[config.mk]
export PLATFORM = sky130hd
export DESIGN_NAME = sysreg_access_classifier
export DESIGN_NICKNAME = d
export VERILOG_FILES = /design/src/rtl/sysreg_access_pkg.sv /design/src/rtl/sysreg_lvl1_chain.sv /design/src/rtl/sysreg_upper_chain.sv /design/src/rtl/sysreg_access_classifier.sv
export SDC_FILE = /design/constraint.sdc
export NUM_CORES = 1
export LEC_CHECK = 0
export CORE_AREA = 2 2 39 41
export DETAILED_ROUTE_END_ITERATION = 6
export DIE_AREA = 0 0 41 43
export MAX_ROUTING_LAYER = met4
export PLACE_DENSITY = 0.7
export SYNTH_ARGS = -nofsm -noshare
export SYNTH_HDL_FRONTEND = slang
export SYNTH_HIERARCHICAL = 1
export SYNTH_SLANG_ARGS = --single-unit
[constraint.sdc]
create_clock -name vclk -period 4.15
set_input_delay 0.83 -clock vclk [all_inputs]
set_output_delay 0.83 -clock vclk [all_outputs]
set_load 0.03 [all_outputs]
[src/rtl/sysreg_access_pkg.sv]
package sysreg_access_pkg;

    localparam int VERDICT_W = 7;
    localparam int CODE_W    = 6;
    localparam int LVL_W     = 2;
    localparam logic [CODE_W-1:0] TRAP_EC = CODE_W'(3);

    // Index of each verdict inside the one-hot vector
    typedef enum logic [2:0] {
        K_UNDEF  = 3'd0,
        K_TRAP2  = 3'd1,
        K_TRAP3  = 3'd2,
        K_VIRT   = 3'd3,
        K_SEC    = 3'd4,
        K_NSEC   = 3'd5,
        K_SINGLE = 3'd6
    } kind_e;

    // Processor and platform context of the access
    typedef struct packed {
        logic hyp_on;
        logic nonsec;
        logic in_mon_mode;
        logic mon_impl;
        logic mon_is32;
    } ctx_t;

    // Routing and trap controls
    typedef struct packed {
        logic grp_trap;
        logic trap_all;
        logic virt_route;
        logic irq_to_mon;
    } ctl_t;

    function automatic logic [VERDICT_W-1:0] to_onehot(input kind_e k);
        logic [VERDICT_W-1:0] r;
        r = '0;
        r[k] = 1'b1;
        return r;
    endfunction

    function automatic logic is_trap(input kind_e k);
        return (k == K_TRAP2) || (k == K_TRAP3);
    endfunction

    // Bank picked when a monitor level may hold separate secure/non-secure copies
    function automatic kind_e bank_pick(input logic mon_impl, input logic nonsec);
        if (!mon_impl) return K_SINGLE;
        return nonsec ? K_NSEC : K_SEC;
    endfunction

endpackage

[src/rtl/sysreg_lvl1_chain.sv]
module sysreg_lvl1_chain
    import sysreg_access_pkg::*;
(
    input  ctx_t  ctx,
    input  ctl_t  ctl,
    input  logic  sre,
    output kind_e kind
);
    logic mon_trap_ok;

    always_comb begin
        // A 32-bit monitor exempts accesses made from monitor mode
        mon_trap_ok = ctx.mon_impl && ctl.irq_to_mon &&
                      !(ctx.mon_is32 && ctx.in_mon_mode);
        if (ctx.hyp_on && ctl.grp_trap)
            kind = K_TRAP2;
        else if (!sre)
            kind = K_UNDEF;
        else if (ctx.hyp_on && ctl.trap_all)
            kind = K_TRAP2;
        else if (ctx.hyp_on && ctl.virt_route)
            kind = K_VIRT;
        else if (mon_trap_ok)
            kind = K_TRAP3;
        else
            kind = bank_pick(ctx.mon_impl, ctx.nonsec);
    end

    // register-group trap wins over the enable check
    always_comb begin
        if (ctx.hyp_on && ctl.grp_trap)
            a_r2_group_trap_first: assert (kind == K_TRAP2);
    end

    // virtual redirection never reaches a physical bank
    always_comb begin
        if (kind == K_VIRT)
            a_r5_virt_needs_hyp: assert (ctx.hyp_on && sre);
    end

endmodule

[src/rtl/sysreg_upper_chain.sv]
module sysreg_upper_chain
    import sysreg_access_pkg::*;
#(
    parameter bit IS_MONITOR = 1'b0
)(
    input  ctx_t  ctx,
    input  ctl_t  ctl,
    input  logic  sre,
    output kind_e kind
);
    generate
        if (IS_MONITOR) begin : g_lvl3
            always_comb begin
                if (!sre) kind = K_UNDEF;
                else      kind = ctx.nonsec ? K_NSEC : K_SEC;
            end
        end else begin : g_lvl2
            always_comb begin
                if (!sre)
                    kind = K_UNDEF;
                else if (ctx.mon_impl && ctl.irq_to_mon)
                    kind = K_TRAP3;
                else
                    kind = bank_pick(ctx.mon_impl, 1'b1);
            end
        end
    endgenerate

    // a cleared enable always yields undefined
    always_comb begin
        if (!sre)
            a_r8_r9_enable_gate: assert (kind == K_UNDEF);
    end

endmodule

[src/rtl/sysreg_access_classifier.sv]
module sysreg_access_classifier
    import sysreg_access_pkg::*;
(
    input  logic [1:0] priv_lvl,
    input  logic       hyp_on,
    input  logic       nonsec,
    input  logic       in_mon_mode,
    input  logic       mon_impl,
    input  logic       mon_is32,
    input  logic       grp_trap,
    input  logic       sre_lvl1,
    input  logic       sre_lvl2,
    input  logic       sre_lvl3,
    input  logic       trap_all,
    input  logic       virt_route,
    input  logic       irq_to_mon,
    output logic [6:0] verdict,
    output logic [5:0] trap_code
);
    ctx_t  ctx;
    ctl_t  ctl;
    kind_e k1, k2, k3, sel;

    assign ctx = '{hyp_on: hyp_on, nonsec: nonsec, in_mon_mode: in_mon_mode,
                   mon_impl: mon_impl, mon_is32: mon_is32};
    assign ctl = '{grp_trap: grp_trap, trap_all: trap_all,
                   virt_route: virt_route, irq_to_mon: irq_to_mon};

    sysreg_lvl1_chain u_lvl1 (
        .ctx  (ctx),
        .ctl  (ctl),
        .sre  (sre_lvl1),
        .kind (k1)
    );

    sysreg_upper_chain #(.IS_MONITOR(1'b0)) u_lvl2 (
        .ctx  (ctx),
        .ctl  (ctl),
        .sre  (sre_lvl2),
        .kind (k2)
    );

    sysreg_upper_chain #(.IS_MONITOR(1'b1)) u_lvl3 (
        .ctx  (ctx),
        .ctl  (ctl),
        .sre  (sre_lvl3),
        .kind (k3)
    );

    always_comb begin
        unique case (priv_lvl)
            LVL_W'(1): sel = k1;
            LVL_W'(2): sel = k2;
            LVL_W'(3): sel = k3;
            default:   sel = K_UNDEF;
        endcase
    end

    assign verdict   = to_onehot(sel);
    assign trap_code = is_trap(sel) ? TRAP_EC : '0;

    // exactly one verdict bit
    always_comb begin
        a_r11_onehot: assert ($onehot(verdict));
    end

    // level 0 is always undefined
    always_comb begin
        if (priv_lvl == 2'd0)
            a_r1_lvl0_undef: assert (verdict[0]);
    end

    // code present exactly on trap verdicts
    always_comb begin
        a_r10_code_on_trap: assert ((trap_code == 6'h03) == (verdict[1] || verdict[2]));
    end

endmodule

==> implementation parameters, run 1 <==
Parameter                              Value

Routing
  Per-cell routed wire length    9.613 µm
  Vias per Instance    4.400
  Total Routed Length    769 µm
  First-pass detailed-route iteration total    4
  Detailed-route DRC error count    0
  Total via count in the routed design    352
  DRC violation total after the first TritonRoute iteration    2
  Remaining antenna violation count after routing    0

Min path
  Path category of the worst min-delay check    in -> out
  Launch point of the worst hold path    sre_lvl3

Cells and area
  Multi-input gate area in the final layout    290.3 µm²
  Most frequent cells in the layout    23 x sky130_fd_sc_hd__clkdlybuf4s50_1, 6 x sky130_fd_sc_hd__nor2_1, 5 x sky130_fd_sc_hd__conb_1
  Register area    0 µm²
  Clk_buf instances    0
  Most frequent standard cell in the layout excluding fill and tap cells    sky130_fd_sc_hd__clkdlybuf4s50_1
  FFs & Latches    0
  Non-filler cells in the finished layout    80
  Proportion of layout cells with a drive suffix above 1    18.75%
  Signed area change from the synthesized netlist to the final layout    62.31%
  Fill count    152
  Number of diodes    0
  Layout net count    80

GRT
  Gr ovfl total    0
  Global-route usage over all layers    9.212%
  First-pass GRT wire length    1200 µm
  Vias in the first global route    326
  Maximum number of pins on one net before global-route repair    7
  Initial antenna violation count    0

STA
  Final count of negative-setup-slack endpoints    0
  Worst hold slack after final layout    3.075 ns
  RSZ-0062 raised after global routing    false
  Setup total negative slack    0 ns
  Period utilization    95.39%
  Final Critical Period    3.959 ns
  Final hold viol count    0
  Fmax achieved    252.6 MHz
  Slew Viols, Final    0

Die
  Core region area    1384 µm²
  Initial core utilization    24.23%
  Die boundary width    41 µm
  Overall die height    43 µm
  Die area    1763 µm²
  # IOs    27
  Std-Cell Rows    14

Worst setup path
  Worst Setup Start Kind    primary input
  Crit path kind    in -> out
  End point of the critical path    trap_code[0]
  Largest driver fanout on the critical path    4
  Data arrival time of the worst path    3.13 ns
  WP data required    3.32 ns
  Critical path origin    irq_to_mon
  Critical path capture point type    primary output

Synthesis
  Post-Syn Instances    45
  Number of unique standard cell types used by synthesis    27
  Warnings from Yosys    6
  Cell area after synthesis    335.3 µm²
  Post-synthesis average cell area    7.452 µm²
  Sequential share of the synthesized area    0%

Placement
  Weighted congestion reported at the end of routability-driven placement    0.6725
  Post-placement cell count    80
  Number of I/O port buffers    23
  Hpwl dp    653.6 µm

CTS
  Number of hold buffers added after cts    0
  Number of buffers inserted by post-CTS setup repair    0
  Post-CTS resize count    0

Run
  Number of violations of the max-capacitance limit    0

Pwr
  Max VDD drop    76.65 µV
  Static leakage power    0.2243 nW
  Areal power density over the cells    144.9 nW/µm²
  Pwr Total    0.07888 mW

Status
  Result of the run    finished, final reports clean
cell usage after synthesis:
master | number | area [µm²]
sky130_fd_sc_hd__a22oi_1 | 1 | 7.510
sky130_fd_sc_hd__a22o_4 | 1 | 17.52
sky130_fd_sc_hd__o21ai_0 | 2 | 10.01
sky130_fd_sc_hd__nor3_2 | 1 | 10.01
sky130_fd_sc_hd__inv_1 | 1 | 3.750
sky130_fd_sc_hd__nand3_1 | 1 | 5.000
sky130_fd_sc_hd__a21boi_0 | 2 | 15.01
sky130_fd_sc_hd__a22oi_4 | 1 | 21.27
sky130_fd_sc_hd__mux2_2 | 2 | 22.52
sky130_fd_sc_hd__o21ai_2 | 1 | 8.760
sky130_fd_sc_hd__nor2_1 | 6 | 22.52
sky130_fd_sc_hd__nor2b_4 | 1 | 13.76
sky130_fd_sc_hd__a21bo_1 | 1 | 10.01
sky130_fd_sc_hd__nand2_1 | 3 | 11.26
sky130_fd_sc_hd__a21oi_2 | 1 | 8.760
sky130_fd_sc_hd__a21oi_1 | 1 | 5.000
sky130_fd_sc_hd__a31oi_1 | 1 | 6.260
sky130_fd_sc_hd__a22oi_2 | 1 | 12.51
sky130_fd_sc_hd__nand2b_2 | 2 | 17.52
sky130_fd_sc_hd__nand4_1 | 1 | 6.260
sky130_fd_sc_hd__a21boi_1 | 1 | 7.510
sky130_fd_sc_hd__buf_4 | 7 | 52.55
sky130_fd_sc_hd__and2_1 | 1 | 6.260
sky130_fd_sc_hd__mux2_4 | 1 | 15.01
sky130_fd_sc_hd__and3_1 | 1 | 6.260
sky130_fd_sc_hd__nor3_1 | 1 | 5.000
sky130_fd_sc_hd__conb_1 | 2 | 7.510
power by group:
part / internal (mW) / leakage (nW) / switching, mW / total, mW
logic: 0.0370 / 0.224 / 0.0419 / 0.0789
clock network: 0 / 0 / 0 / 0
registers: 0 / 0 / 0 / 0
total: 0.0370 / 0.224 / 0.0419 / 0.0789
per-layer routing:
| metal | global-route usage, % | part of all wire (%) | up-vias |
|---|---|---|---|
| li1 | - | - | 187 |
| met1 | 10.44 | 43 | 147 |
| met2 | 17.50 | 44 | 18 |
| met3 | 0.5236 | 13 | 0 |
| met4 | 0 | 0 | 0 |
| met5 | - | 0 | - |
cells by family after synthesis:
family / Yosys count / synth area share, %
AND/OR/NAND/NOR: 18 / 30.97
other: 2 / 2.240
AO/OA/AOI/OAI: 14 / 38.81
buffers and inverters: 8 / 16.79
multiplexers: 3 / 11.19
worst min path at each step:
stage / depth (start not counted) / slack [ns] / endpoint
2_1_floorplan: 2 / 1.87 / trap_code[0]
4_1_cts: 5 / 3.08 / trap_code[0]
3_5_place_dp: 5 / 3.08 / trap_code[0]
3_3_place_gp: 5 / 3.07 / trap_code[1]
6_report: 5 / 3.08 / trap_code[1]
5_1_grt: 5 / 3.09 / trap_code[1]
area by class of cell:
cell class	instances	share of cell area, %
Timing Repair Buffer	23	42.30
Inverter	1	0.6897
Multi-Input combinational cell	40	53.33
Tap cell	16	3.678
worst max-delay path, cell delays in order:
cell                              delay (ns)
sky130_fd_sc_hd__clkdlybuf4s50_1        0.50
sky130_fd_sc_hd__a21bo_1                0.22
sky130_fd_sc_hd__nand4_1                0.08
sky130_fd_sc_hd__o21ai_0                0.08
sky130_fd_sc_hd__mux2_2                 0.29
sky130_fd_sc_hd__a22oi_4                0.17
sky130_fd_sc_hd__nand2b_2               0.10
sky130_fd_sc_hd__a21oi_2                0.16
sky130_fd_sc_hd__clkdlybuf4s50_1        0.69
metrics by stage:
step | worst slack (ns) | instance area [µm²] | util [%]
after floorplan | 1.035 | 346.6 | -
after global placement | 0.1916 | 544.3 | 39.33
after detailed placement | 0.1835 | 544.3 | 39.33
after CTS | 0.1701 | 544.3 | 39.33
after global routing | 0.04385 | 544.3 | 39.33
final | 0.1915 | 544.3 | 39.33
Note: power is estimated with default switching activity, not from simulation.
==> run 2, diff against run 1 <==
PLACE_DENSITY = 0.66   (was 0.7)
SYNTH_HIERARCHICAL = unset   (was 1)
==> implementation parameters, run 2 <==
Parameter                              Value

Status
  Result of the run    finished, final reports clean (unchanged)

Cells and area
  Most frequent standard cell in the layout excluding fill and tap cells    sky130_fd_sc_hd__clkdlybuf4s50_1 (unchanged)
  Layout net count    78 (was 80)
  Most frequent cells in the layout    23 x sky130_fd_sc_hd__clkdlybuf4s50_1, 7 x sky130_fd_sc_hd__nand2_1, 5 x sky130_fd_sc_hd__nor2_1 (was 23 x sky130_fd_sc_hd__clkdlybuf4s50_1, 6 x sky130_fd_sc_hd__nor2_1, 5 x sky130_fd_sc_hd__conb_1)
  FFs & Latches    0 (unchanged)
  Register area    0 µm² (unchanged)
  Clk_buf instances    0 (unchanged)
  Number of diodes    0 (unchanged)
  Proportion of layout cells with a drive suffix above 1    12.90% (was 18.75%)
  Non-filler cells in the finished layout    78 (was 80)
  Utilization after layout    36.71% (was 39.33%)
  Signed area change from the synthesized netlist to the final layout    78.85% (was 62.31%)

Run
  Number of violations of the max-capacitance limit    0 (unchanged)

Worst setup path
  Crit path kind    in -> out (unchanged)
  Critical Path, Cell by Cell    clkdlybuf4s50_1, and3b_4, nand2_1, o221ai_1, nand2_2, a21oi_2, clkdlybuf4s50_1 (was clkdlybuf4s50_1, a21bo_1, nand4_1, o21ai_0, mux2_2, a22oi_4, nand2b_2, a21oi_2, clkdlybuf4s50_1)
  Cell with the biggest individual delay on the critical path    sky130_fd_sc_hd__clkdlybuf4s50_1 (unchanged)
  Worst Setup Start Kind    primary input (unchanged)
  CP dominant cell by count    sky130_fd_sc_hd__clkdlybuf4s50_1 (unchanged)
  Data arrival time of the worst path    2.98 ns (was 3.13 ns)
  Largest driver fanout on the critical path    6 (was 4)
  Delay contributed by the slowest stage of the critical path    0.68 ns (was 0.69 ns)
  WP data required    3.32 ns (about the same)
  Critical path capture point type    primary output (unchanged)

Routing
  Detailed-route DRC error count    0 (unchanged)
  Total via count in the routed design    360 (was 352)
  DRC violation total after the first TritonRoute iteration    6 (was 2)
  Remaining antenna violation count after routing    0 (unchanged)
  Per-cell routed wire length    9.218 µm (was 9.613 µm)
  Total Routed Length    719 µm (was 769 µm)
  First-pass detailed-route iteration total    2 (was 4)
  Vias per Instance    4.615 (was 4.400)

Pwr
  Total internal power    0.03366 mW (was 0.03698 mW)
  Switching share of power    54.28% (was 53.12%)
  Clk network pwr share    0% (about the same)
  Max VDD drop    35.85 µV (was 76.65 µV)
  Areal power density over the cells    144.9 nW/µm² (about the same)
  Sequential group share of total power    0% (about the same)
  Static leakage power    0.1864 nW (was 0.2243 nW)
  Power dissipated by switching net loads    0.03996 mW (was 0.04190 mW)
  Part of the total power dissipated in combinational logic    100.0% (about the same)

STA
  Worst Setup Slack, final    0.3414 ns (was 0.1915 ns)
  Slew Viols, Final    0 (unchanged)
  Final count of negative-setup-slack endpoints    0 (unchanged)
  Worst hold slack after final layout    3.051 ns (was 3.075 ns)
  RSZ-0062 raised after global routing    false (unchanged)
  Final Critical Period    3.809 ns (was 3.959 ns)
  Fmax achieved    262.6 MHz (was 252.6 MHz)
  Period utilization    91.77% (was 95.39%)
  Setup total negative slack    0 ns (unchanged)
  Final hold viol count    0 (unchanged)

GRT
  Vias in the first global route    284 (was 326)
  Global-route usage over all layers    8.802% (was 9.212%)
  Gr ovfl total    0 (unchanged)
  Initial antenna violation count    0 (unchanged)
  Maximum number of pins on one net before global-route repair    7 (unchanged)
  First-pass GRT wire length    1152 µm (was 1200 µm)

Die
  # IOs    27 (unchanged)
  Die area    1763 µm² (unchanged)
  Initial core utilization    20.52% (was 24.23%)
  Die boundary width    41 µm (unchanged)
  Core region area    1384 µm² (unchanged)
  Overall die height    43 µm (unchanged)
  Std-Cell Rows    14 (unchanged)

Synthesis
  Top cell type's share of synthesized area    13.22% (was 15.67%)
  Post-Syn Instances    41 (was 45)
  Top post-synthesis cells by area    sky130_fd_sc_hd__buf_4 13%, sky130_fd_sc_hd__a221oi_4 9.3%, sky130_fd_sc_hd__nand2_1 9.3% (was sky130_fd_sc_hd__buf_4 16%, sky130_fd_sc_hd__mux2_2 6.7%, sky130_fd_sc_hd__nor2_1 6.7%)
  Number of unique standard cell types used by synthesis    26 (was 27)
  Cell area after synthesis    284.0 µm² (was 335.3 µm²)
  Post-synthesis average cell area    6.927 µm² (was 7.452 µm²)
  Warnings from Yosys    0 (was 6)
  Yosys top cell by area    sky130_fd_sc_hd__buf_4 (unchanged)
  Most instantiated library cell after synthesis    sky130_fd_sc_hd__nand2_1 (was sky130_fd_sc_hd__buf_4)
  Sequential share of the synthesized area    0% (unchanged)
  Leading post-synthesis cells by instance count    7 x sky130_fd_sc_hd__nand2_1, 5 x sky130_fd_sc_hd__buf_4, 5 x sky130_fd_sc_hd__nor2_1 (was 7 x sky130_fd_sc_hd__buf_4, 6 x sky130_fd_sc_hd__nor2_1, 3 x sky130_fd_sc_hd__nand2_1)

Placement
  Number of I/O port buffers    23 (unchanged)
  Hpwl dp    662.6 µm (was 653.6 µm)
  Weighted congestion reported at the end of routability-driven placement    0.8333 (was 0.6725)
  Pre-CTS worst setup slack    0.3431 ns (was 0.1835 ns)
  Post-placement cell count    78 (was 80)

CTS
  Post-CTS resize count    0 (unchanged)
  Number of buffers inserted by post-CTS setup repair    0 (unchanged)
  Number of hold buffers added after cts    0 (unchanged)

Min path
  Path category of the worst min-delay check    in -> out (unchanged)
run 2: layout make-up:
type | instances | area (µm²)
fill | 152 | 875.8
timing repair buffer | 23 | 230.2
tap | 16 | 20.02
multi-input combinational | 39 | 257.7
run 2: cells by family (layout without fill, tap and decap cells):
group | Yosys count | in the layout | synth area share [%]
AO/OA/AOI/OAI | 14 | 14 | 46.70
other | 1 | 4 | 1.320
AND/OR/NAND/NOR | 21 | 21 | 38.77
buffers and inverters | 5 | 23 | 13.22
run 2: path summary, 6_finish.rpt:
kind      endpoint         from  slack, ns  depth (start not counted)
min     verdict[3]   irq_to_mon       3.05                          5
max   trap_code[1]  priv_lvl[1]       0.34                          7
run 2: layer usage:
metal | share of wire, % | wire length [µm] | vias to the layer above | track usage, %
li1 | - | - | 188 | -
met1 | 39 | 281 | 164 | 11.08
met2 | 57 | 410 | 8 | 15.94
met3 | 3.8 | 27 | 0 | 0
met4 | 0 | 0 | 0 | 0
met5 | 0 | 0 | - | -
run 2: worst max-delay path: cells and delay by family:
kind            cells  cell delay [ns]
buf+inv             2             1.18
simple gates        3             0.56
compound gates      2             0.41
run 2: power by group through the flow:
stage	Clock [mW]	Combinational (mW)	Sequential, mW
2_1_floorplan	0	0.0460	0
6_report	0	0.0736	0
4_1_cts	0	0.0741	0
5_1_grt	0	0.0787	0
3_5_place_dp	0	0.0740	0
3_3_place_gp	0	0.0738	0
run 2: metrics by stage:
stage / total power, mW / instance area (µm²)
3_3_place_gp: 0.07383 / 508.0
6_report: 0.07362 / 508.0
4_1_cts: 0.07411 / 508.0
5_1_grt: 0.07866 / 508.0
2_1_floorplan: 0.04602 / 295.3
3_5_place_dp: 0.07402 / 508.0
